===== src/rtl/wst_pkg.sv =====
`timescale 1ns/1ps
// Shared definitions for the wait-state timer.
// Assumes a 24-bit address with the bank in the top byte.
package wst_pkg;
    localparam int ADDR_W = 24;

    typedef enum logic [1:0] {
        SPD_FAST  = 2'd0,
        SPD_NORM  = 2'd1,
        SPD_SLOW  = 2'd2,
        SPD_XSLOW = 2'd3
    } spd_class_e;
endpackage


===== src/rtl/wst_region_decode.sv =====
`timescale 1ns/1ps
// Region decoder: sorts an address into a speed class.
// It uses bit tests and two 16-bit offset sums, with no table.
// It is purely combinational. clk and rst_n serve only the local checks.
module wst_region_decode
    import wst_pkg::*;
(
    input  logic              clk,
    input  logic              rst_n,
    input  logic [ADDR_W-1:0] addr,
    output spd_class_e        cls
);
    logic [15:0] ofs;
    logic [15:0] ofs_up;
    logic [15:0] ofs_dn;
    logic        unused_bits;

    assign ofs    = addr[15:0];
    assign ofs_up = ofs + 16'h6000;
    assign ofs_dn = ofs - 16'h4000;
    assign unused_bits = ^{addr[21:16], ofs_up[15], ofs_up[13:0], ofs_dn[15], ofs_dn[8:0]};

    // Priority chain: ROM-side test, then the low/high slow window, then the I/O window.
    always_comb begin
        if (addr[22] || addr[15])
            cls = addr[23] ? SPD_FAST : SPD_SLOW;
        else if (ofs_up[14])
            cls = SPD_SLOW;
        else if (|ofs_dn[14:9])
            cls = SPD_NORM;
        else
            cls = SPD_XSLOW;
    end

    assert_fast_region_R1: assert property (@(posedge clk) disable iff (!rst_n)
        (addr[23] && addr[15]) |-> cls == SPD_FAST);
    assert_low_page_slow_R2: assert property (@(posedge clk) disable iff (!rst_n)
        (!addr[22] && addr[15:13] == 3'b000) |-> cls == SPD_SLOW);
    assert_xslow_window_R3: assert property (@(posedge clk) disable iff (!rst_n)
        cls == SPD_XSLOW |-> (!addr[22] && addr[15:9] == 7'b0100000));
endmodule


===== src/rtl/wst_charge_calc.sv =====
`timescale 1ns/1ps
// Charge calculator: turns a speed class into the clocks charged this cycle.
// Word accesses double the byte cost. Idle or DMA cycles charge nothing.
// It assumes INC_W can hold twice the largest cost.
module wst_charge_calc
    import wst_pkg::*;
#(
    parameter int FAST_CLK  = 6,
    parameter int NORM_CLK  = 6,
    parameter int SLOW_CLK  = 8,
    parameter int XSLOW_CLK = 12,
    parameter int INC_W     = 5
) (
    input  logic             clk,
    input  logic             rst_n,
    input  spd_class_e       cls,
    input  logic             valid,
    input  logic             word,
    input  logic             dma,
    input  logic             fast_en,
    output logic [INC_W-1:0] incr
);
    logic [INC_W-1:0] per_byte;

    // Per-byte cost of the class. The fast class falls back to slow when disabled.
    always_comb begin
        unique case (cls)
            SPD_FAST:  per_byte = fast_en ? INC_W'(FAST_CLK) : INC_W'(SLOW_CLK);
            SPD_NORM:  per_byte = INC_W'(NORM_CLK);
            SPD_SLOW:  per_byte = INC_W'(SLOW_CLK);
            default:   per_byte = INC_W'(XSLOW_CLK);
        endcase
    end

    // Final increment: gated by access and DMA, doubled for a word.
    always_comb begin
        if (!valid || dma)
            incr = '0;
        else if (word)
            incr = per_byte << 1;
        else
            incr = per_byte;
    end

    assert_fast_gated_R4: assert property (@(posedge clk) disable iff (!rst_n)
        (cls == SPD_FAST && !fast_en && valid && !dma && !word) |-> incr == INC_W'(SLOW_CLK));
    assert_word_even_R5: assert property (@(posedge clk) disable iff (!rst_n)
        (valid && word && !dma) |-> (incr[0] == 1'b0 && incr != '0));
    assert_dma_free_R6: assert property (@(posedge clk) disable iff (!rst_n)
        dma |-> incr == '0);
    assert_idle_zero_R7: assert property (@(posedge clk) disable iff (!rst_n)
        !valid |-> incr == '0);
endmodule


===== src/rtl/wst_cycle_accum.sv =====
`timescale 1ns/1ps
// Cycle accumulator: adds each increment to the count and raises the event pulse.
// The count wraps modulo 2^CNT_W. The threshold is compared against the
// registered count every cycle, and a pulse is always followed by one low cycle.
module wst_cycle_accum #(
    parameter int CNT_W = 32,
    parameter int INC_W = 5
) (
    input  logic             clk,
    input  logic             rst_n,
    input  logic [INC_W-1:0] incr,
    input  logic [CNT_W-1:0] next_event,
    output logic [CNT_W-1:0] count,
    output logic             event_req
);
    logic [CNT_W-1:0] count_q;
    logic             evt_q;

    // Count and event registers with synchronous reset.
    always_ff @(posedge clk) begin
        if (!rst_n) begin
            count_q <= '0;
            evt_q   <= 1'b0;
        end else begin
            count_q <= count_q + CNT_W'(incr);
            evt_q   <= (count_q >= next_event) && !evt_q;
        end
    end

    assign count     = count_q;
    assign event_req = evt_q;

    assert_count_step_R8: assert property (@(posedge clk) disable iff (!rst_n)
        1'b1 |=> count_q == CNT_W'($past(count_q) + CNT_W'($past(incr))));
    assert_pulse_single_R9: assert property (@(posedge clk) disable iff (!rst_n)
        evt_q |=> !evt_q);
    assert_rise_cause_R9: assert property (@(posedge clk) disable iff (!rst_n)
        $rose(evt_q) |-> $past(count_q >= next_event));
    assert_reset_clear_R10: assert property (@(posedge clk)
        !rst_n |=> (count_q == '0 && !evt_q));
endmodule


===== src/rtl/wait_state_timer.sv =====
`timescale 1ns/1ps
// Wait-state timer top: region decode, then charge, then accumulate.
// It assumes one access at most per cycle. The output speed_class and
// cyc_incr are combinational in the current inputs.
module wait_state_timer
    import wst_pkg::*;
#(
    parameter int CNT_W     = 32,
    parameter int FAST_CLK  = 6,
    parameter int NORM_CLK  = 6,
    parameter int SLOW_CLK  = 8,
    parameter int XSLOW_CLK = 12,
    localparam int MAX_A    = (FAST_CLK > NORM_CLK) ? FAST_CLK : NORM_CLK,
    localparam int MAX_B    = (SLOW_CLK > XSLOW_CLK) ? SLOW_CLK : XSLOW_CLK,
    localparam int MAX_CLK  = (MAX_A > MAX_B) ? MAX_A : MAX_B,
    localparam int INC_W    = $clog2(2 * MAX_CLK + 1)
) (
    input  logic              clk,
    input  logic              rst_n,
    input  logic              acc_valid,
    input  logic [23:0]       acc_addr,
    input  logic              acc_word,
    input  logic              dma_busy,
    input  logic              fast_rom_en,
    input  logic [CNT_W-1:0]  next_event,
    output logic [1:0]        speed_class,
    output logic [INC_W-1:0]  cyc_incr,
    output logic [CNT_W-1:0]  cycle_count,
    output logic              event_req
);
    spd_class_e cls;

    wst_region_decode u_decode (
        .clk  (clk),
        .rst_n(rst_n),
        .addr (acc_addr),
        .cls  (cls)
    );

    wst_charge_calc #(
        .FAST_CLK (FAST_CLK),
        .NORM_CLK (NORM_CLK),
        .SLOW_CLK (SLOW_CLK),
        .XSLOW_CLK(XSLOW_CLK),
        .INC_W    (INC_W)
    ) u_charge (
        .clk    (clk),
        .rst_n  (rst_n),
        .cls    (cls),
        .valid  (acc_valid),
        .word   (acc_word),
        .dma    (dma_busy),
        .fast_en(fast_rom_en),
        .incr   (cyc_incr)
    );

    wst_cycle_accum #(
        .CNT_W(CNT_W),
        .INC_W(INC_W)
    ) u_accum (
        .clk       (clk),
        .rst_n     (rst_n),
        .incr      (cyc_incr),
        .next_event(next_event),
        .count     (cycle_count),
        .event_req (event_req)
    );

    assign speed_class = cls;

    assert_idle_hold_R7: assert property (@(posedge clk) disable iff (!rst_n)
        (!acc_valid || dma_busy) |=> $stable(cycle_count));
endmodule


===== config.mk =====
export PLATFORM = sky130hd
export DESIGN_NAME = wait_state_timer
export DESIGN_NICKNAME = d
export VERILOG_FILES = /design/src/rtl/wst_pkg.sv /design/src/rtl/wst_region_decode.sv /design/src/rtl/wst_charge_calc.sv /design/src/rtl/wst_cycle_accum.sv /design/src/rtl/wait_state_timer.sv
export SDC_FILE = /design/constraint.sdc
export NUM_CORES = 1
export LEC_CHECK = 0
export BUFFER_PORTS_ARGS = -buffer_cell sky130_fd_sc_hd__buf_2
export CORE_MARGIN = 4
export CORE_UTILIZATION = 49
export DETAILED_ROUTE_END_ITERATION = 6
export PLACE_DENSITY = 0.87
export SYNTH_ARGS = -nofsm -noshare
export SYNTH_HDL_FRONTEND = slang
export SYNTH_HIERARCHICAL = 1
export SYNTH_SLANG_ARGS = --single-unit

===== constraint.sdc =====
create_clock -name clk -period 2.9 [get_ports clk]
set_input_delay 0.145 -clock clk [delete_from_list [all_inputs] [get_ports clk]]
set_output_delay 0.145 -clock clk [all_outputs]
set_load 0.02 [all_outputs]

==> results of run 1 <==
## flip-flops by register name, summed over array words and instances (netlist names)
register           count
u_accum/count         32
u_accum/event_req      1
## through the flow
step	hold WS, ns	total power [W]
floorplan	0.3342	0.0005879
global placement	0.4862	0.0006449
detailed placement	0.4861	0.0006523
CTS	0.2583	0.001004
global route	0.2955	0.001048
finish	0.2588	0.0009951
## power by group
group | internal [W] | switching, W | total (W)
Sequential | 0.000460 | 0.00000755 | 0.000468
Clock | 0.000188 | 0.000164 | 0.000352
Combinational | 0.0000768 | 0.0000982 | 0.000175
Total | 0.000725 | 0.000270 | 0.000995
## how the worst min path moves through the flow
stage	slack [ns]	from	end	depth (start not counted)
CTS	0.26	rst_n	u_accum/event_req	3
global placement	0.49	u_accum/event_req	u_accum/event_req	2
global route	0.30	rst_n	u_accum/count[26]	3
detailed placement	0.49	u_accum/event_req	u_accum/event_req	2
floorplan	0.33	acc_word	cyc_incr[1]	1
finish	0.26	rst_n	u_accum/event_req	3
## final cells by class
| class | count | area [µm²] |
|---|---|---|
| inverters | 39 | 146.4 |
| flip-flops and latches | 33 | 660.6 |
| repair buffers | 88 | 447.9 |
| well taps | 70 | 87.58 |
| multi-input cells | 234 | 1789 |
| fillers | 448 | 1889 |
| clock buffers | 7 | 86.33 |
## synthesized netlist by cell type, types with 2 or more instances
| master | count | area share (%) |
|---|---|---|
| sky130_fd_sc_hd__nor2_1 | 18 | 2.6 |
| sky130_fd_sc_hd__nand3_1 | 14 | 2.7 |
| sky130_fd_sc_hd__nand2_1 | 22 | 3.2 |
| sky130_fd_sc_hd__and4_1 | 8 | 2.7 |
| sky130_fd_sc_hd__o31ai_1 | 4 | 1.2 |
| sky130_fd_sc_hd__o21bai_1 | 3 | 0.88 |
| sky130_fd_sc_hd__a2111oi_0 | 2 | 0.68 |
| sky130_fd_sc_hd__a21o_1 | 3 | 0.88 |
| sky130_fd_sc_hd__or4_1 | 4 | 1.2 |
| sky130_fd_sc_hd__xor2_1 | 13 | 4.4 |
| sky130_fd_sc_hd__mux2i_1 | 6 | 2.3 |
| sky130_fd_sc_hd__and3_1 | 5 | 1.2 |
| sky130_fd_sc_hd__ha_1 | 38 | 19 |
| sky130_fd_sc_hd__and2_1 | 3 | 0.73 |
| sky130_fd_sc_hd__nand2b_1 | 9 | 2.2 |
| sky130_fd_sc_hd__or3_1 | 3 | 0.73 |
| sky130_fd_sc_hd__or2b_1 | 2 | 0.58 |
| sky130_fd_sc_hd__dfxtp_1 | 33 | 26 |
| sky130_fd_sc_hd__nand4_1 | 14 | 3.4 |
| sky130_fd_sc_hd__o21ai_0 | 8 | 1.6 |
| sky130_fd_sc_hd__clkbuf_1 | 4 | 0.58 |
| sky130_fd_sc_hd__nor3_1 | 2 | 0.39 |
| sky130_fd_sc_hd__a21oi_1 | 26 | 5.1 |
| sky130_fd_sc_hd__buf_2 | 2 | 0.39 |
| sky130_fd_sc_hd__inv_1 | 39 | 5.7 |
## worst max-delay path: stages
cell                       delay [ns]
sky130_fd_sc_hd__buf_2           0.10
sky130_fd_sc_hd__inv_2           0.06
sky130_fd_sc_hd__ha_4            0.20
sky130_fd_sc_hd__nor3_4          0.26
sky130_fd_sc_hd__a21oi_4         0.11
sky130_fd_sc_hd__o21bai_1        0.24
sky130_fd_sc_hd__nor3_4          0.27
sky130_fd_sc_hd__ha_1            0.23
sky130_fd_sc_hd__a211oi_1        0.09
sky130_fd_sc_hd__o21ai_2         0.19
sky130_fd_sc_hd__nand2_2         0.16
sky130_fd_sc_hd__or4_1           0.49
sky130_fd_sc_hd__a21oi_1         0.15
## logic make-up (layout without fill, tap and decap cells)
family | count (synthesis) | count (layout)
simple gates | 115 | 115
compound gates | 59 | 59
buf+inv | 47 | 134
fa+ha+maj | 39 | 39
flops | 33 | 33
xor+xnor | 14 | 14
mux | 6 | 6
other cells | 1 | 1
## layer usage
layer  up-vias  wire [µm]  track usage (%)
met3         5        353            3.812
met2        75       3166            37.42
li1       1282          -                -
met1      1166       2800            24.61
met5         -          0                0
met4         0         77            7.432
==> results summary, run 1 <==
After clock tree synthesis, the flow added hold-fix buffers numbering 0. The initial antenna violation count came out at 0. The post-placement cell count came out at 464. The die span in y is 80.42 µm.

The share of synthesized cell area in full adder, half adder and majority cells came out at 19.28%. During synthesis, Yosys emitted a total of 6 warnings. The root buffer cell chosen for the clock tree is sky130_fd_sc_hd__clkbuf_8. The share of the synthesized netlist area taken by xor and xnor gates is 4.771%. The longest clock path from root to sink contains 2 buffers. The pre-CTS worst setup slack is 0.1242 ns. The aggregate negative setup slack is 0 ns. For this run, the detailed router's first-pass iteration total came to 4. The global-route wire length before repair is 10.85 mm. The required time at the worst-slack endpoint came out at 3.11 ns. The number of cells on the worst reg-to-reg path is 6. The leakage power of the design is 1.688 nW. In this run the power density over the cells is 309.2 nW/µm². The highest achievable clock rate came out at 401.5 MHz.

The die area is 6467 µm². The part of the Yosys area used for sequential elements came out at 25.71%. The level count of the clock H-tree came out at 2.

The worst setup path is of the in2reg kind. The simple logic cell fraction of the synthesized area is 25.56%. The worst vdd rail ir drop is 0.2283 mV.

The mean cell area of the mapped netlist is 8.185 µm². The post-synthesis async set-or-reset flop share came out at 0%. The share of the core filled with cells in the final layout came out at 63.01%. The placed instances occupy a cell area of 3132 µm². The number of maximum-capacitance violations is 0.

The area added between synthesis and finish is 25.22%. The wire length reported by the detailed router is 6.397 mm. The count of routing violations after the opening detailed-route iteration came out at 135. The highest net fanout along the worst path is 10. The endpoint identified for the worst register-to-register timing path is u_accum/event_req. The number of vias in the routed layout is 2528. The multiplexer share of the synthesized area came out at 2.337%. The non-filler instance count after layout is 471. The initial utilization of the core area, before any placement, comes to 50.32%. The HPWL after detailed placement is 5.182 mm. The top flip-flop cell by instance count after synthesis is sky130_fd_sc_hd__dfxtp_1. The post-synthesis cell count is 314. At the pin with the least slew margin, the transition time is 0.7019 ns. After synthesis, the largest family of logic cells by area is simple AND/OR/NAND/NOR gates. After layout, the minimum clock period comes to 2.491 ns. The number of clock sinks came out at 33.

The largest net degree at the start of global routing came out at 23. The number of setup buffers added after CTS is 0. The final setup violation count came out at 0. Setup repair after global routing left no endpoint under its margin. The placer's final routability congestion estimate is 0.8212.

The horizontal die dimension is 80.42 µm. The worst-case clock skew came out at 0.004271 ns. The number of buffers created by CTS is 5. The sum of overflow across all layers after global routing came out at 0. The number of cells upsized or downsized after cts is 0. The complex-gate fraction of the synthesized area is 14.65%.

STA classifies the critical path endpoint as a register. The core area is 5107 µm². The global-route usage over all layers came out at 20.87%. The run finished with clean final reports. The diode insertion count for antenna repair is 0. In the layout the commonest cells are sky130_fd_sc_hd__buf_2 (85), sky130_fd_sc_hd__inv_1 (38), sky130_fd_sc_hd__ha_1 (36). After detailed routing, the number of vias per cell comes to 5.367. The number of global-route vias before repair is 2474. In this run the remaining antenna-violating nets after routing total 0.

102 I/O pins were placed. The critical path arrival is 2.70 ns. The final-report hold violation count came to 0. The netlist uses 54 different library cells. Following the worst setup path forward leads to its endpoint at u_accum/count[23].

The synthesized cell area came out at 2570 µm². The post-route netlist has 27.43% of its cells at a drive strength greater than 1. The worst setup path is launched from an input port.

Of the available clock period, the critical path in the final layout requires 85.89%. In this run, synthesis produced a sequential element count of 33. Across all setup checks in the final design, the least slack found is 0.4092 ns.

The setup check on the worst reg-to-reg path leaves a slack of 0.92 ns. TritonCTS built the clock tree. The count of final max-slew check failures came out at 0. The routed wire length per instance is 13.58 µm.

The count of buffers added on input and output ports is 85. When the netlist entered floorplanning its net count stood at 415. In the routed design, unresolved DRC markers number 0. In this run, synthesis inferred 0 flip-flops with an integrated enable. In this run the worst setup path begins at acc_addr[13]. For this run, the post-layout net count is 502.

Summing all non-filler instances in the final layout gives an area of 3218 µm². The number of placement rows came out at 26. The worst pin sits at a relative slew slack of 53.16%. The startpoint of the lowest-slack register-to-register path is u_accum/count[9]. The most frequent standard cell in the layout excluding fill and tap cells is sky130_fd_sc_hd__buf_2. The CTS clock-pin slew for the worst setup and hold paths came out at 0.06 ns. The min-delay analysis places its worst path in the category in2reg.

The worst-skew pair later-pin latency is 0.29 ns.
(Power assumes the default switching activity.)
==> run 2, diff against run 1 <==
Settings changed: CELL_PAD_IN_SITES_DETAIL_PLACEMENT set to 1, CELL_PAD_IN_SITES_GLOBAL_PLACEMENT set to 2, CORE_UTILIZATION 49 to 27, PLACE_DENSITY 0.87 to 0.86.
==> run 2 against run 1 <==
First-iteration DRC count shrank 16%; critical path depth is the same; power grew 0.16%; via count grew 0.20%; count of clock-buffer cells in the layout is the same; wire length grew 18%; register-to-register slack lost 0.19 ns; global-route usage shrank 7.0 points; non-clock buffer count grew 1; final cell count grew 13%; die area grew 72%; sequential power is essentially flat.
==> results summary, run 2 (same netlist as run 1, synthesis figures left out) <==
Outcome: completed (unchanged). The post-CTS setup repair buffer count came out at 0 (unchanged). The internal cell power is 0.0007249 W (was 0.0007252 W). The detailed-route vias per instance is 4.770 (was 5.367). The launching element type of the critical path is an input port (unchanged). The number of vias in the routed layout came out at 2533 (was 2528).

The slowest stage cell on the critical path is sky130_fd_sc_hd__or4_1 (unchanged). The number of global-route vias before repair came out at 2632 (was 2474). The type of the worst setup path was in2reg (unchanged).

The number of clock sinks came out at 33 (unchanged). The remaining antenna violation count after routing is 0 (unchanged). The area added between synthesis and finish came out at 28.38% (was 25.22%). The final layout net count came out at 503 (was 502). The worst min-delay path class is in2reg (unchanged). The initial antenna violation count came out at 0 (unchanged). The HPWL after detailed placement is 6.208 mm (was 5.182 mm). The portion of the clock cycle consumed by the worst path in the final layout came out at 85.89% (about the same). The worst-skew pair later-pin latency came to 0.29 ns (about the same). The critical path arrival was 2.70 ns (about the same). The tightest slew margin relative to the limit was 50.58% (was 53.16%).

The share of final-layout standard cells stronger than drive strength 1 came out at 27.61% (was 27.43%). The CTS clock-pin slew for the worst setup and hold paths was 0.06 ns (about the same). The global-route usage over all layers came out at 13.89% (was 20.87%). The number of placement rows came out at 35 (was 26). The switching share of total power came out at 27.27% (was 27.12%). The number of cells upsized or downsized after cts came out at 0 (unchanged). The switching component of the power is 0.0002719 W (was 0.0002699 W).

The met2 track demand over resource came out at 22.36% (was 37.42%). The fraction of power consumed by the clock network is 35.3% (was 35.4%). The number of flip-flops under the largest register name came out at 32 (unchanged). The most frequent standard cell in the layout excluding fill and tap cells is sky130_fd_sc_hd__buf_2 (unchanged).

The leakage power of the design was 1.693 nW (was 1.688 nW). The endpoint of the lowest-slack register-to-register path is u_accum/event_req (unchanged). The die area came to 11140 µm² (was 6467 µm²). The number of maximum-capacitance violations came out at 0 (unchanged). The count of final max-slew check failures came out at 0 (unchanged). The sum of overflow across all layers after global routing is 0 (unchanged). The number of buffers on the longest clock path is 2 (unchanged). The post-place instance area came out at 3213 µm² (was 3132 µm²). The final-report hold violation count is 0 (unchanged). The proportion of power drawn by flip-flops and latches came out at 46.9% (was 47.0%). The highest net fanout along the worst path is 10 (unchanged). The pin slew with the least headroom to its limit is 0.7405 ns (was 0.7019 ns). The aggregate negative setup slack is 0 ns (unchanged). The worst-case register-to-register setup slack is 0.73 ns (was 0.92 ns). The met1 demand-to-capacity share in global routing is 18.50% (was 24.61%). The required time at the worst-slack endpoint is 3.11 ns (about the same).

Unrepaired setup endpoints after global routing: no (unchanged). The area of all placed cells without fillers came out at 3299 µm² (was 3218 µm²). The core area came to 9240 µm² (was 5107 µm²). The largest net degree at the start of global routing came out at 23 (unchanged). The number of top-level pins came out at 102 (unchanged). The worst setup path endpoint is u_accum/count[23] (unchanged). The number of design rule violations left after detail routing came to 0 (unchanged). The die span in y is 105.6 µm (was 80.42 µm).

The layer with the highest usage is met2 (unchanged). The number of search-and-repair iterations in the first detailed-routing pass came out at 4 (unchanged). The power per cell area came out at 302.1 nW/µm² (was 309.2 nW/µm²). The highest cell delay on the worst timing path is 0.49 ns (about the same). The worst-case clock skew came to 0.003643 ns (was 0.004271 ns).

The critical path launch point is acc_addr[13] (unchanged). Most frequent cells in the layout: sky130_fd_sc_hd__buf_2 (85), sky130_fd_sc_hd__inv_1 (38), sky130_fd_sc_hd__ha_1 (36) (unchanged). The placer's final routability congestion estimate was 0.7626 (was 0.8212).

The final setup violation count came to 0 (unchanged). The startpoint of the lowest-slack register-to-register path is u_accum/count[0] (was u_accum/count[9]). The horizontal die dimension is 105.6 µm (was 80.42 µm). The worst vdd rail ir drop is 0.1185 mV (was 0.2283 mV). The count of routing violations after the opening detailed-route iteration is 114 (was 135).

The level count of the clock H-tree is 2 (unchanged). The kind of capture point of the worst setup path is a register (unchanged). The time the worst path needs with I/O delays and setup came out at 2.491 ns (about the same). The global-route wire length before repair came to 12.79 mm (was 10.85 mm). The diode insertion count for antenna repair came out at 0 (unchanged). The number of cells on the worst reg-to-reg path is 7 (was 6). The wire length reported by the detailed router is 7.538 mm (was 6.397 mm). The highest achievable clock rate is 401.5 MHz (about the same).

The met3 routing resource usage after global routing is 3.613% (was 3.812%). The number of buffers added on ports is 85 (unchanged). The number of buffers inserted by hold repair at cts is 0 (unchanged). The share of total power in combinational logic came out at 17.8% (was 17.6%). The routed wire length per instance was 14.20 µm (was 13.58 µm). The effective utilization at floorplan was 27.81% (was 50.32%).

The number of buffers created by CTS is 5 (unchanged). The buffer cell driving the clock tree root is sky130_fd_sc_hd__clkbuf_8 (unchanged). The clock tree from TritonCTS is done (unchanged). Critical path cell sequence: buf_2, inv_2, ha_4, nor3_4, a21oi_4, or2b_1, a221oi_4, ha_4, o21ai_2, o21ai_2, nand2_2, or4_1, a21oi_1 (was buf_2, inv_2, ha_4, nor3_4, a21oi_4, o21bai_1, nor3_4, ha_1, a211oi_1, o21ai_2, nand2_2, or4_1, a21oi_1).
## run 2: cell types whose count changed in the layout (fill, tap and decap cells not counted)
cell / delta
sky130_fd_sc_hd__buf_4: +1
## run 2: power groups by stage
stage	Combinational, W	Clock [W]	Sequential, W
after CTS	0.000181	0.000364	0.000468
after global placement	0.000171	0	0.000478
after global routing	0.000201	0.000386	0.000469
after detailed placement	0.000180	0	0.000479
after floorplan	0.000103	0	0.000485
final	0.000177	0.000351	0.000468
## run 2: final cells by class
cell class	instances	area, µm²
clock buffers	7	86.33
fillers	1157	5941
inverters	39	146.4
multi-input cells	234	1789
flip-flops and latches	33	660.6
well taps	129	161.4
repair buffers	89	455.4
## run 2: how the worst min path moves through the flow
stage | from | end | slack [ns] | depth (start not counted)
3_3_place_gp | u_accum/count[30] | u_accum/count[30] | 0.50 | 2
5_1_grt | rst_n | u_accum/event_req | 0.31 | 3
2_1_floorplan | acc_word | cyc_incr[1] | 0.33 | 1
4_1_cts | rst_n | u_accum/event_req | 0.28 | 3
6_report | rst_n | u_accum/event_req | 0.28 | 3
3_5_place_dp | u_accum/event_req | u_accum/event_req | 0.48 | 2
## run 2: worst max-delay path: cells and delay by family
family	cells	cell delay (ns)
adder cells (fa/ha/maj)	2	0.38
buffers and inverters	2	0.16
AND/OR/NAND/NOR	4	1.18
AO/OA/AOI/OAI	5	0.82
## run 2: stage by stage
stage          std cells  util, %  total power [W]  worst slack (ns)  hold WS, ns
6_report             531    35.71        0.0009967            0.4091       0.2756
5_1_grt              531    35.71         0.001056            0.1918       0.3075
4_1_cts              531    35.71         0.001012            0.3963       0.2751
3_5_place_dp         524    34.77        0.0006581            0.1202       0.4838
3_3_place_gp         524    34.77        0.0006488            0.1922       0.5021
2_1_floorplan        314        -        0.0005879          0.007647       0.3342
## run 2: per-layer routing
layer  up-vias  wire length [µm]
li1       1282                 -
met1      1196              3542
met2        47              3552
met3         8               372
met4         0                71
met5         -                 0
==> run 3, diff against run 2 <==
Settings changed: MAX_ROUTING_LAYER set to met4, RECOVER_POWER set to 25.
==> run 3 against run 2 <==
First-iteration DRC count decreased by 5.3%; via count rose by 0.63%; count of clock-buffer cells in the layout did not move; highest routed layer unchanged; design area fell by 0.64%; critical endpoint unchanged; largest power group unchanged.
==> results summary, run 3 (same netlist as run 1, synthesis figures left out) <==
The share of total power in combinational logic is 17.7% (was 17.8%). The diode insertion count for antenna repair is 0 (unchanged). The fraction of power consumed by the clock network is 35.4% (was 35.3%). The CTS clock-pin slew for the worst setup and hold paths is 0.06 ns (about the same). The number of buffers added on ports is 85 (unchanged).

The number of filler instances in the final layout came out at 1163 (was 1157). The pin slew with the least headroom to its limit is 0.7445 ns (was 0.7405 ns). Unrepaired setup endpoints after global routing: no (unchanged). The detailed-route vias per instance came out at 4.800 (was 4.770). The core area came out at 9240 µm² (unchanged). The area added between synthesis and finish was 27.56% (was 28.38%). The highest net fanout along the worst path came out at 10 (unchanged). The proportion of power drawn by flip-flops and latches is 46.9% (about the same). The die area was 11140 µm² (unchanged). The internal cell power is 0.0007233 W (was 0.0007249 W). The worst vdd rail ir drop is 0.1185 mV (about the same). The tightest slew margin relative to the limit came to 50.31% (was 50.58%). The post-layout total power came out at 0.0009972 W (was 0.0009967 W). The smallest setup slack after layout came out at 0.4080 ns (was 0.4091 ns).

The number of clock sinks came out at 33 (unchanged). The power per cell area is 304.2 nW/µm² (was 302.1 nW/µm²). The remaining antenna violation count after routing is 0 (unchanged). The worst-case clock skew is 0.003347 ns (was 0.003643 ns). The horizontal die dimension came out at 105.6 µm (unchanged). The count of final max-slew check failures came out at 0 (unchanged). Most frequent cells in the layout: sky130_fd_sc_hd__buf_2 (68), sky130_fd_sc_hd__inv_1 (38), sky130_fd_sc_hd__ha_1 (36) (was sky130_fd_sc_hd__buf_2 (85), sky130_fd_sc_hd__inv_1 (38), sky130_fd_sc_hd__ha_1 (36)). The level count of the clock H-tree is 2 (unchanged). The pre-CTS worst setup slack is 0.1202 ns (unchanged). The clock tree from TritonCTS is done (unchanged). The placer's final routability congestion estimate is 0.7727 (was 0.7626).

The share of final-layout standard cells stronger than drive strength 1 came out at 23.38% (was 27.61%). The effective utilization at floorplan is 27.81% (unchanged). The switching share of total power came to 27.47% (was 27.27%). The number of buffers created by CTS is 5 (unchanged). The leakage power of the design is 1.620 nW (was 1.693 nW). The final-report hold violation count came out at 0 (unchanged). The most frequent standard cell in the layout excluding fill and tap cells is sky130_fd_sc_hd__buf_2 (unchanged). The area of all placed cells without fillers is 3278 µm² (was 3299 µm²). The number of buffers on the longest clock path came to 2 (unchanged).

The number of buffers inserted by hold repair at cts came to 0 (unchanged). The number of search-and-repair iterations in the first detailed-routing pass came to 4 (unchanged). The wire length reported by the detailed router came out at 7.579 mm (was 7.538 mm). The HPWL after detailed placement is 6.208 mm (unchanged). The sum of overflow across all layers after global routing is 0 (unchanged). The global-route wire length before repair is 12.79 mm (unchanged). The highest cell delay on the worst timing path was 0.49 ns (about the same). The final setup violation count is 0 (unchanged). The number of maximum-capacitance violations is 0 (unchanged). The type of the worst setup path is in2reg (unchanged).

The switching component of the power was 0.0002739 W (was 0.0002719 W). The critical path arrival was 2.70 ns (about the same). The worst-skew pair later-pin latency came to 0.29 ns (about the same).

The number of design rule violations left after detail routing came to 0 (unchanged). The number of placement rows was 35 (unchanged). Outcome: completed (unchanged). The aggregate negative setup slack was 0 ns (unchanged).

The number of vias in the routed layout is 2549 (was 2533). The count of routing violations after the opening detailed-route iteration is 108 (was 114). The buffer cell driving the clock tree root is sky130_fd_sc_hd__clkbuf_8 (unchanged). The initial antenna violation count is 0 (unchanged). The launching element type of the critical path is an input port (unchanged).

The portion of the clock cycle consumed by the worst path in the final layout is 85.93% (was 85.89%). The worst min-delay path class is in2reg (unchanged). The routed wire length per instance is 14.27 µm (was 14.20 µm).

The final layout net count is 503 (unchanged). The area of combinational cells with multiple inputs was 1789 µm² (unchanged). The time the worst path needs with I/O delays and setup came out at 2.492 ns (was 2.491 ns).

The post-place instance area is 3213 µm² (unchanged). The kind of capture point of the worst setup path is a register (unchanged). The die span in y is 105.6 µm (unchanged). Critical path cell sequence: buf_2, inv_2, ha_4, nor3_4, a21oi_4, or2b_1, a221oi_4, ha_4, o21ai_2, o21ai_2, nand2_2, or4_1, a21oi_1 (unchanged).

The highest achievable clock rate came out at 401.3 MHz (was 401.5 MHz). The number of top-level pins is 102 (unchanged). The number of global-route vias before repair is 2634 (was 2632). The largest net degree at the start of global routing is 23 (unchanged). The required time at the worst-slack endpoint came out at 3.11 ns (about the same).

The area used by sequential logic in the layout came out at 660.6 µm² (unchanged). The post-CTS setup repair buffer count came to 0 (unchanged). The slowest stage cell on the critical path is sky130_fd_sc_hd__or4_1 (unchanged). The number of cells upsized or downsized after cts is 0 (unchanged). The number of flip-flops under the largest register name is 32 (unchanged). The global-route usage over all layers is 14.28% (was 13.89%).
-- run 3: worst paths after layout --
check                           depth (start not counted)  slack [ns]              start                 to
worst min register to register                          2        0.50  u_accum/event_req  u_accum/event_req
worst max register to register                          5        0.67  u_accum/count[29]  u_accum/event_req
worst min-delay path                                    3        0.28              rst_n  u_accum/event_req
worst max-delay path                                   13        0.41       acc_addr[13]  u_accum/count[23]
-- run 3: area by class of cell --
class                           count  share of cell area [%]
Multi-Input combinational cell    234                   54.58
Sequential cell                    33                   20.15
Timing Repair Buffer               89                   13.24
Tap cell                          129                   4.924
Inverter                           39                   4.466
Clock buffer                        7                   2.634
-- run 3: metrics by stage --
| step | hold WS [ns] | utilization [%] | cells |
|---|---|---|---|
| detailed placement | 0.4838 | 34.77 | 524 |
| global route | 0.3075 | 35.48 | 531 |
| finish | 0.2764 | 35.48 | 531 |
| floorplan | 0.3342 | - | 314 |
| CTS | 0.2751 | 35.71 | 531 |
| global placement | 0.5021 | 34.77 | 524 |
-- run 3: layer usage --
| layer | global-route usage [%] | part of all wire (%) | routed length (µm) |
|---|---|---|---|
| met5 | - | 0 | 0 |
| met2 | 22.36 | 47 | 3575 |
| met1 | 18.76 | 48 | 3625 |
| met4 | 3.515 | 0.78 | 59 |
| met3 | 3.184 | 4.2 | 318 |
-- run 3: power groups by stage --
stage	Clock (W)	Sequential [W]	Combinational [W]
after floorplan	0	0.000485	0.000103
after global placement	0	0.000478	0.000171
after detailed placement	0	0.000479	0.000180
after CTS	0.000364	0.000468	0.000181
after global routing	0.000386	0.000469	0.000200
final	0.000353	0.000468	0.000176
-- run 3: critical path: cells and delay by family --
family,cells,cell delay (ns)
fa+ha+maj,2,0.38
buf+inv,2,0.16
compound gates,5,0.82
simple gates,4,1.19
